`config.mk`:
```
export PLATFORM = sky130hd
export DESIGN_NAME = wave_voice
export DESIGN_NICKNAME = d
export VERILOG_FILES = /design/src/rtl/wave_voice_pkg.sv /design/src/rtl/wv_phase_acc.sv /design/src/rtl/wv_noise_lfsr.sv /design/src/rtl/wv_shaper.sv /design/src/rtl/wave_voice.sv
export SDC_FILE = /design/constraint.sdc
export NUM_CORES = 1
export LEC_CHECK = 0
export ABC_AREA = 1
export BUFFER_PORTS_ARGS = -buffer_cell sky130_fd_sc_hd__buf_2
export CORE_ASPECT_RATIO = 0.7
export CORE_MARGIN = 2
export CORE_UTILIZATION = 40
export DETAILED_ROUTE_END_ITERATION = 8
export HOLD_SLACK_MARGIN = 0.06
export PLACE_DENSITY = 0.59
export SLEW_MARGIN = 20
export SYNTH_ARGS = -nofsm -noshare
export SYNTH_HDL_FRONTEND = slang
export SYNTH_SLANG_ARGS = --single-unit
```
`constraint.sdc`:
```
create_clock -name clk -period 2.2 [get_ports clk]
set_input_delay 0.22 -clock clk [delete_from_list [all_inputs] [get_ports clk]]
set_output_delay 0.22 -clock clk [all_outputs]
set_load 0.03 [all_outputs]
```
`src/rtl/wave_voice_pkg.sv`:
```
package wave_voice_pkg;

   // Positions of the select bits inside wave_sel
   typedef enum int unsigned {
      SEL_TRI   = 0,
      SEL_SAW   = 1,
      SEL_PULSE = 2,
      SEL_NOISE = 3
   } wsel_bit_e;

   localparam int SEL_W     = 4;
   localparam int NOISE_TAP = 8;

   // Register bit feeding noise output bit (OUT_W-NOISE_TAP+i), spread evenly over the register
   function automatic int noise_pos(input int i, input int lfsr_w);
      return (i * (lfsr_w - 1)) / (NOISE_TAP - 1);
   endfunction

endpackage

```
`src/rtl/wv_phase_acc.sv`:
```
module wv_phase_acc #(
   parameter int ACC_W  = 24,
   parameter int FREQ_W = 16
) (
   input  logic             clk,
   input  logic             rst_n,
   input  logic             tick,
   input  logic [FREQ_W-1:0] freq,
   input  logic             sync_en,
   input  logic             src_rise,
   output logic [ACC_W-1:0] acc_q,
   output logic [ACC_W-1:0] acc_nxt,
   output logic             msb_rise
);
   localparam int MSB = ACC_W - 1;

   if (FREQ_W > ACC_W) begin : g_bad_w
      $error("wv_phase_acc: FREQ_W must not exceed ACC_W");
   end

   logic [ACC_W-1:0] sum;

   always_comb begin
      sum      = acc_q + ACC_W'(freq);
      msb_rise = tick & ~acc_q[MSB] & sum[MSB];
      if (!tick)
         acc_nxt = acc_q;
      else if (sync_en && src_rise)
         acc_nxt = '0;
      else
         acc_nxt = sum;
   end

   always_ff @(posedge clk) begin
      if (!rst_n) acc_q <= '0;
      else        acc_q <= acc_nxt;
   end
endmodule

```
`src/rtl/wv_noise_lfsr.sv`:
```
module wv_noise_lfsr
   import wave_voice_pkg::*;
#(
   parameter int               LFSR_W = 23,
   parameter int               TAP_A  = 22,
   parameter int               TAP_B  = 17,
   parameter logic [LFSR_W-1:0] SEED  = 23'h7FFFF8,
   parameter int               OUT_W  = 12
) (
   input  logic              clk,
   input  logic              rst_n,
   input  logic              step,
   output logic [LFSR_W-1:0] lfsr_q,
   output logic [OUT_W-1:0]  noise
);
   if (TAP_A >= LFSR_W || TAP_B >= LFSR_W) begin : g_bad_tap
      $error("wv_noise_lfsr: taps must lie inside the register");
   end
   if (OUT_W < NOISE_TAP) begin : g_bad_out
      $error("wv_noise_lfsr: OUT_W too narrow for noise taps");
   end
   if (SEED == '0) begin : g_bad_seed
      $error("wv_noise_lfsr: seed must be nonzero");
   end

   always_ff @(posedge clk) begin
      if (!rst_n)
         lfsr_q <= SEED;
      else if (step)
         lfsr_q <= {lfsr_q[LFSR_W-2:0], lfsr_q[TAP_A] ^ lfsr_q[TAP_B]};
   end

   for (genvar gi = 0; gi < NOISE_TAP; gi++) begin : g_tap
      assign noise[OUT_W-NOISE_TAP+gi] = lfsr_q[noise_pos(gi, LFSR_W)];
   end
   if (OUT_W > NOISE_TAP) begin : g_pad
      assign noise[OUT_W-NOISE_TAP-1:0] = '0;
   end
endmodule

```
`src/rtl/wv_shaper.sv`:
```
module wv_shaper
   import wave_voice_pkg::*;
#(
   parameter int OUT_W = 12
) (
   input  logic             msb,
   input  logic [OUT_W-1:0] saw_bits,
   input  logic [OUT_W-1:0] tri_bits,
   input  logic [OUT_W-1:0] pw,
   input  logic [SEL_W-1:0] sel,
   input  logic             ring_en,
   input  logic             src_msb,
   input  logic [OUT_W-1:0] noise,
   output logic [OUT_W-1:0] wave
);
   logic             fold;
   logic [OUT_W-1:0] shapes [SEL_W];

   always_comb begin
      fold              = ring_en ? (msb ^ src_msb) : msb;
      shapes[SEL_TRI]   = fold ? ~tri_bits : tri_bits;
      shapes[SEL_SAW]   = saw_bits;
      shapes[SEL_PULSE] = (saw_bits >= pw) ? '1 : '0;
      shapes[SEL_NOISE] = noise;
      wave = (sel == '0) ? '0 : '1;
      for (int i = 0; i < SEL_W; i++) begin
         if (sel[i]) wave = wave & shapes[i];
      end
   end
endmodule

```
`src/rtl/wave_voice.sv`:
```
module wave_voice
   import wave_voice_pkg::*;
#(
   parameter int               ACC_W    = 24,
   parameter int               FREQ_W   = 16,
   parameter int               OUT_W    = 12,
   parameter int               LFSR_W   = 23,
   parameter int               TAP_A    = 22,
   parameter int               TAP_B    = 17,
   parameter logic [LFSR_W-1:0] SEED    = 23'h7FFFF8,
   parameter int               NOISE_BIT = 19,
   parameter bit               NOISE_EN = 1'b1
) (
   input  logic             clk,
   input  logic             rst_n,
   input  logic             tick,
   input  logic [FREQ_W-1:0] freq,
   input  logic [OUT_W-1:0] pulse_width,
   input  logic [SEL_W-1:0] wave_sel,
   input  logic             sync_en,
   input  logic             ring_en,
   input  logic             src_msb,
   input  logic             src_msb_rising,
   output logic [OUT_W-1:0] wave,
   output logic             acc_msb,
   output logic             msb_rising
);
   localparam int MSB     = ACC_W - 1;
   localparam int LOW_TOP = ACC_W - OUT_W - 2;

   if (OUT_W + 2 > ACC_W) begin : g_bad_out
      $error("wave_voice: ACC_W must exceed OUT_W by at least two");
   end
   if (NOISE_BIT >= ACC_W) begin : g_bad_nbit
      $error("wave_voice: NOISE_BIT outside accumulator");
   end

   logic [ACC_W-1:0]  acc_q;
   logic [ACC_W-1:0]  acc_nxt;
   logic [LFSR_W-1:0] lfsr_q;
   logic [OUT_W-1:0]  noise;
   logic              noise_step;

   wv_phase_acc #(.ACC_W(ACC_W), .FREQ_W(FREQ_W)) u_phase (
      .clk      (clk),
      .rst_n    (rst_n),
      .tick     (tick),
      .freq     (freq),
      .sync_en  (sync_en),
      .src_rise (src_msb_rising),
      .acc_q    (acc_q),
      .acc_nxt  (acc_nxt),
      .msb_rise (msb_rising)
   );

   assign noise_step = ~acc_q[NOISE_BIT] & acc_nxt[NOISE_BIT];

   if (NOISE_EN) begin : g_noise
      wv_noise_lfsr #(
         .LFSR_W(LFSR_W), .TAP_A(TAP_A), .TAP_B(TAP_B), .SEED(SEED), .OUT_W(OUT_W)
      ) u_noise (
         .clk    (clk),
         .rst_n  (rst_n),
         .step   (noise_step),
         .lfsr_q (lfsr_q),
         .noise  (noise)
      );
   end else begin : g_no_noise
      assign lfsr_q = SEED;
      assign noise  = '0;
   end

   wv_shaper #(.OUT_W(OUT_W)) u_shape (
      .msb      (acc_q[MSB]),
      .saw_bits (acc_q[MSB -: OUT_W]),
      .tri_bits (acc_q[MSB-1 -: OUT_W]),
      .pw       (pulse_width),
      .sel      (wave_sel),
      .ring_en  (ring_en),
      .src_msb  (src_msb),
      .noise    (noise),
      .wave     (wave)
   );

   assign acc_msb = acc_q[MSB];

   logic unused_bits;
   assign unused_bits = ^{acc_q[LOW_TOP:0], acc_nxt, lfsr_q};
endmodule

```
== Word level (Yosys, flattened, before mapping) ==
Index checks and enable logic that the tools add are counted.
Storage, ports and cells
  flip-flop bits (word level): 47
  bits in latches: 0
  bits in writable memories: 0
  bits in read-only memories: 0
  input bits: 39
  output and inout port bits: 14
  logic and storage cells: 29
  memories: 0
Cells by class
  add/sub/neg operators: 1
  multipliers: 0
  div/mod/pow operators: 0
  $lt $le $gt $ge: 1
  equal/unequal tests: 0
  shift operators: 0
  multiplexer cells: 10
  bitwise gates (word level): 12
  reductions and logical operators: 2
Operator list (number)
  $mux 12: 7
  $and 12x12->12: 4
  $add 24x16->24: 1
  $mux 24: 1
  $mux 20: 1
  $ge 12x12->1: 1
  $not 12->12: 1
  $logic_not 4->1: 1
  $and 1x1->1: 3
  $not 1->1: 2
  $xor 1x1->1: 2
  $logic_and 1x1->1: 1
  $mux 1: 1

== Logic depth before layout (Yosys ltp) ==
  depth after elaboration: 11
  mapped depth: 14
  gate-level depth less buffers: 13

== Cells and area by module ==
A second synthesis with hierarchy kept.
Second synthesis, totals
  cell total of the unflattened synthesis: 672
  area total of the unflattened synthesis: 4068.9 sq um
Modules (own cells, without submodules)
  wv_phase_acc: times used 1, cells an instance 378, area each 2210.9 sq um, seq. area each 480.5 sq um
  wv_noise_lfsr: times used 1, cells an instance 116, area each 933.4 sq um, seq. area each 460.4 sq um
  wv_shaper: times used 1, cells an instance 176, area each 914.6 sq um, seq. area each 0.0 sq um
  wave_voice: times used 1, cells an instance 2, area each 10.0 sq um, seq. area each 0.0 sq um

== Least setup slack after synthesis ==
No wires, ideal clock.
  kind: register to output
  from: reg u_phase.acc_q[23]
  to: out wave[10]
  arrival time: 1963 ps
  required time: 1980 ps
  path slack: 17 ps
  stages on the path, launching flop included: 9
  path buffers: 1
  path through: dfxtp_1 ha_1 nand2_1 nor2_1 nand3b_1 nand4_1 clkbuf_1 o21ai_0 a21oi_1
On the way
  cells in the longest elaborated chain, start to end: 11
  elaborated cells between the ends (all ways): 13
  those cells by class: order compare: 1; mux: 7; bitwise: 5
Ends and longest elaborated chain
  start: declaration: RTL line wv_phase_acc.sv:11  | output logic [ACC_W-1:0] acc_q,
  start signal: assignment: RTL line wv_phase_acc.sv:36  | else acc_q <= acc_nxt;
  $xor 1x1->1: RTL line wv_shaper.sv:20  | fold = ring_en ? (msb ^ src_msb) : msb;
  $mux 1: RTL line wv_shaper.sv:20
  $mux 12: RTL line wv_shaper.sv:21  | shapes[SEL_TRI] = fold ? ~tri_bits : tri_bits;
  $and 12x12->12: RTL line wv_shaper.sv:27  | if (sel[i]) wave = wave & shapes[i];
  $mux 12: RTL line wv_shaper.sv:27
  $and 12x12->12: RTL line wv_shaper.sv:27
  $mux 12: RTL line wv_shaper.sv:27
  $and 12x12->12: RTL line wv_shaper.sv:27
  $mux 12 (*): RTL line wv_shaper.sv:27
  $and 12x12->12: RTL line wv_shaper.sv:27
  $mux 12 (*): RTL line wv_shaper.sv:27
  end: declaration: RTL line wave_voice.sv:24  | output logic [OUT_W-1:0] wave,
Every way passes the cells marked *; elsewhere a longest branch is shown, timed or not.

== Final worst setup path ==
  from: reg u_phase.acc_q[19]
  to: out wave[5]
On the way
  cells in the longest elaborated chain, start to end: 6
Ends and longest elaborated chain
  $ge 12x12->1 (*): RTL line wv_shaper.sv:23  | shapes[SEL_PULSE] = (saw_bits >= pw) ? '1 : '0;
  $mux 12 (*): RTL line wv_shaper.sv:23
  $and 12x12->12 (*): RTL line wv_shaper.sv:27
  $mux 12 (*): RTL line wv_shaper.sv:27
  $and 12x12->12: RTL line wv_shaper.sv:27
  $mux 12 (*): RTL line wv_shaper.sv:27
Marks and branches as above.

==> run metrics <==
CTS tree built; largest net degree at the start of global routing 21; antenna violations before repair 0; class of the most critical hold timing path input port to flip-flop; layout overhead on the synthesized area 30.6%; Die W 118 um; synth unique cells 32; fin crit share 104%; cell area after synthesis between 0.003 and 0.004 mm2; transition time at the pin with the least slew margin 0.604 ns; antenna viol nets, final 0; share of power burned in combinational logic 27.8%; Port Buf Inserts 52; Vias per Instance slightly above 5; Worst Skew 0.00857 ns; detailed-router iteration count before antenna repair 5; final routed wirelength across all metal layers between 10000 and 15000 um; LEAKAGE 2.25 nW; category of the worst setup path launch point flip-flop; switching part of the total power 33.9%; data required time of the worst path 1.98 ns; fraction of the mapped netlist area in compound gates 16.0%; Arr. time, crit path 2.07 ns; maximum operating frequency 0.437 GHz; Cells after Synth 578; final design area excluding fillers 0.00474 mm2; first element of the critical path u_phase.acc_q[19]$_SDFF_PN0_; proportion of layout cells with a drive suffix above 1 27.0%; clock period minus worst slack 2.29 ns; final hold violation count 0; power share of the clock group 34.4%; unrepaired setup endpoints after global routing true; synthesis-stage register bit count 47; total number of clock tree sinks 47; synthesized-area fraction occupied by xor and xnor cells 0.241%; FFs w/ async S/R, synth 0%; PwrDens 505 mW/mm2; Final GP Congestion 0.905; average routed wire per standard cell 13.6 um; outcome finished, violations left; Hold Slack 0.164 ns; clock slew seen by the registers of the worst setup and hold paths 0.07 ns; mux cell area share after synthesis 0%; insertion delay to the later sink of the worst-skew pair 0.30 ns; via count 3938; dominant register cell in the synthesized netlist dfxtp_1; Int Pwr 1.58 mW; launch instance of the worst register-to-register path u_phase.acc_q[15]$_SDFFE_PN0P_; Bufs on Longest Clock Path 2; Slew Limit Fails 0; placed wire-length estimate after detailed placement 7810 um; Inst Count DP 750; number of warnings printed during yosys synthesis 0; setup violation total in the final timing report 12; combinational family with the most area after synthesis simple AND/OR/NAND/NOR gates; area of the core 0.00893 mm2; Cell Area, Placed about 0.004 mm2; average size of a mapped cell around 6.3 um2; total routing usage reported by global routing 20.9%; sw power 0.811 mW; setup ws final -0.0880 ns; capture instance of the worst register-to-register path g_noise.u_noise.lfsr_q[22]$_SDFFE_PN1P_; slew margin rel. 59.7%; clock tree root buffer cell clkbuf_16; Max-cap violations 0; Initial Util between 40% and 50%; Chip Height roughly 84 um; Min-Delay Endpoint g_noise.u_noise.lfsr_q[6]$_SDFFE_PN1P_; crit path kind flip-flop to primary output; GRT overflow 0; DIE AREA 0.00987 mm2; placement row count 29; count of hold-fix buffers inserted at cts 0; number of placed I/O pins 53; sequential share of power 37.9%; nets in the synthesized netlist 646; portion of the post-synthesis area used by sequential elements between 20% and 30%; number of H-tree branching levels 2; total CTS buffers 5; register-to-register setup slack approximately 0.18 ns; Inserted Diodes 0; violations in the final reports setup timing; post-route insts no fill around 770; worst reg-to-reg path cell count 12; global-route wire length before repair roughly 17000 um; EDFF count, synth 0; via count of the first global-routing pass 3416; worst supply voltage drop on vdd 0.362 mV; Synth Area in Simple Gates 38.0%; Final Net Count 708; maximum fanout count along the critical path 6; Remaining DRCs 0; min-delay src rst_n; initial DRC count 212; kind of end point of the critical path primary output; adder-cell share of the synthesized area 10.2%; Hold Path Cell Cnt 2
routing by layer:
metal	share of wire (%)	GRT usage, %
met1	52	32.3
met2	40	29.3
met3	6.9	4.85
met4	0.87	3.94
met5	0	0
cells by family (layout without fill, tap and decap cells):
kind of cell | count (synthesis) | in the layout
simple gates | 305 | 305
flops | 47 | 47
compound gates | 109 | 109
fa+ha+maj | 29 | 29
buf+inv | 87 | 150
xor+xnor | 1 | 1
cell usage after synthesis, types with 3 or more instances:
cell type  instances  area, um2
nor3_1             8       40.0
buf_2              3       15.0
nor2_1            40        150
a21oi_1           66        330
nand3b_1           9       67.6
o211ai_1           6       45.0
inv_1             68        255
o21ai_0           29        145
clkbuf_1          11       41.3
nand2_1          171        642
buf_6              3       33.8
nand3_2           11        110
dfxtp_1           47        941
nand2_2           12       75.1
ha_1              28        350
nand3_1           42        210
nand4_1            4       25.0
through the flow:
| stage | util [%] | TNS, ns | power [mW] | setup slack (ns) |
|---|---|---|---|---|
| floorplan | - | 0 | 1.29 | 0.0173 |
| global placement | 45.5 | 0 | 1.45 | 0.0210 |
| detailed placement | 45.5 | 0 | 1.46 | 0.0975 |
| CTS | 50.1 | -0.604 | 2.33 | -0.0618 |
| global route | 53.1 | -1.62 | 2.51 | -0.150 |
| finish | 53.1 | -0.551 | 2.39 | -0.0880 |
layout make-up:
| class | instances | area [um2] |
|---|---|---|
| timing repair buffer | 73 | 489 |
| tap | 124 | 155 |
| multi-input combinational | 444 | 2710 |
| inverter | 69 | 262 |
| clock inverter | 3 | 27.5 |
| clock buffer | 5 | 125 |
| sequential | 47 | 970 |
| fill | 907 | 4190 |
cell usage in the layout, fill, tap and decap left out, drive strengths merged:
master / instances
nand3: 53
buf: 73
dfxtp: 47
clkbuf: 5
o21bai: 2
o21a: 1
a21o: 2
o211ai: 6
xor2: 1
nor3b: 1
a32oi: 1
nor2: 42
o22ai: 2
fa: 1
clkinvlp: 1
nand4: 4
ha: 28
a21oi: 66
nand3b: 9
and2: 3
inv: 71
o21ai: 29
nand2: 184
nor4: 1
nor3: 8
repair_timing:
action / in CTS / in global routing
gates resized for setup: 71 / 44
endpoints found under the setup margin: 13 / 15
pin swaps: 4 / 10
setup buffers: 3 / 3
cloned: 1 / 0
state kept, by name, indices dropped and copies added, names as in the netlist:
register / cells
g_noise.u_noise.lfsr_q: 23
u_phase.acc_q: 24
critical path, cell delays in order (launching register included):
cell and delay, ns:
dfxtp_4 0.36, ha_4 0.26, nand2_2 0.04, inv_2 0.05, nand3_2 0.07, nand3b_1 0.17, nand4_1 0.22, buf_6 0.19
o21ai_4 0.06, a21oi_2 0.17, buf_6 0.16
power by group through the flow:
stage | Clock, mW | Combinational [mW] | Sequential (mW)
after detailed placement | 0 | 0.537 | 0.920
after floorplan | 0 | 0.381 | 0.911
after global routing | 0.866 | 0.738 | 0.908
final | 0.822 | 0.664 | 0.906
after global placement | 0 | 0.534 | 0.918
after CTS | 0.839 | 0.595 | 0.900
worst max-delay path by stage:
stage                                          end  slack (ns)  depth (start not counted)
finish                                     wave[5]       -0.09                         10
global route                               wave[5]       -0.15                         10
CTS                                        wave[7]       -0.06                         11
detailed placement  u_phase.acc_q[21]$_SDFFE_PN0P_         0.1                         10
global placement    u_phase.acc_q[17]$_SDFFE_PN0P_        0.02                         10
floorplan                                 wave[10]        0.02                          8
(Power assumes the default switching activity.)
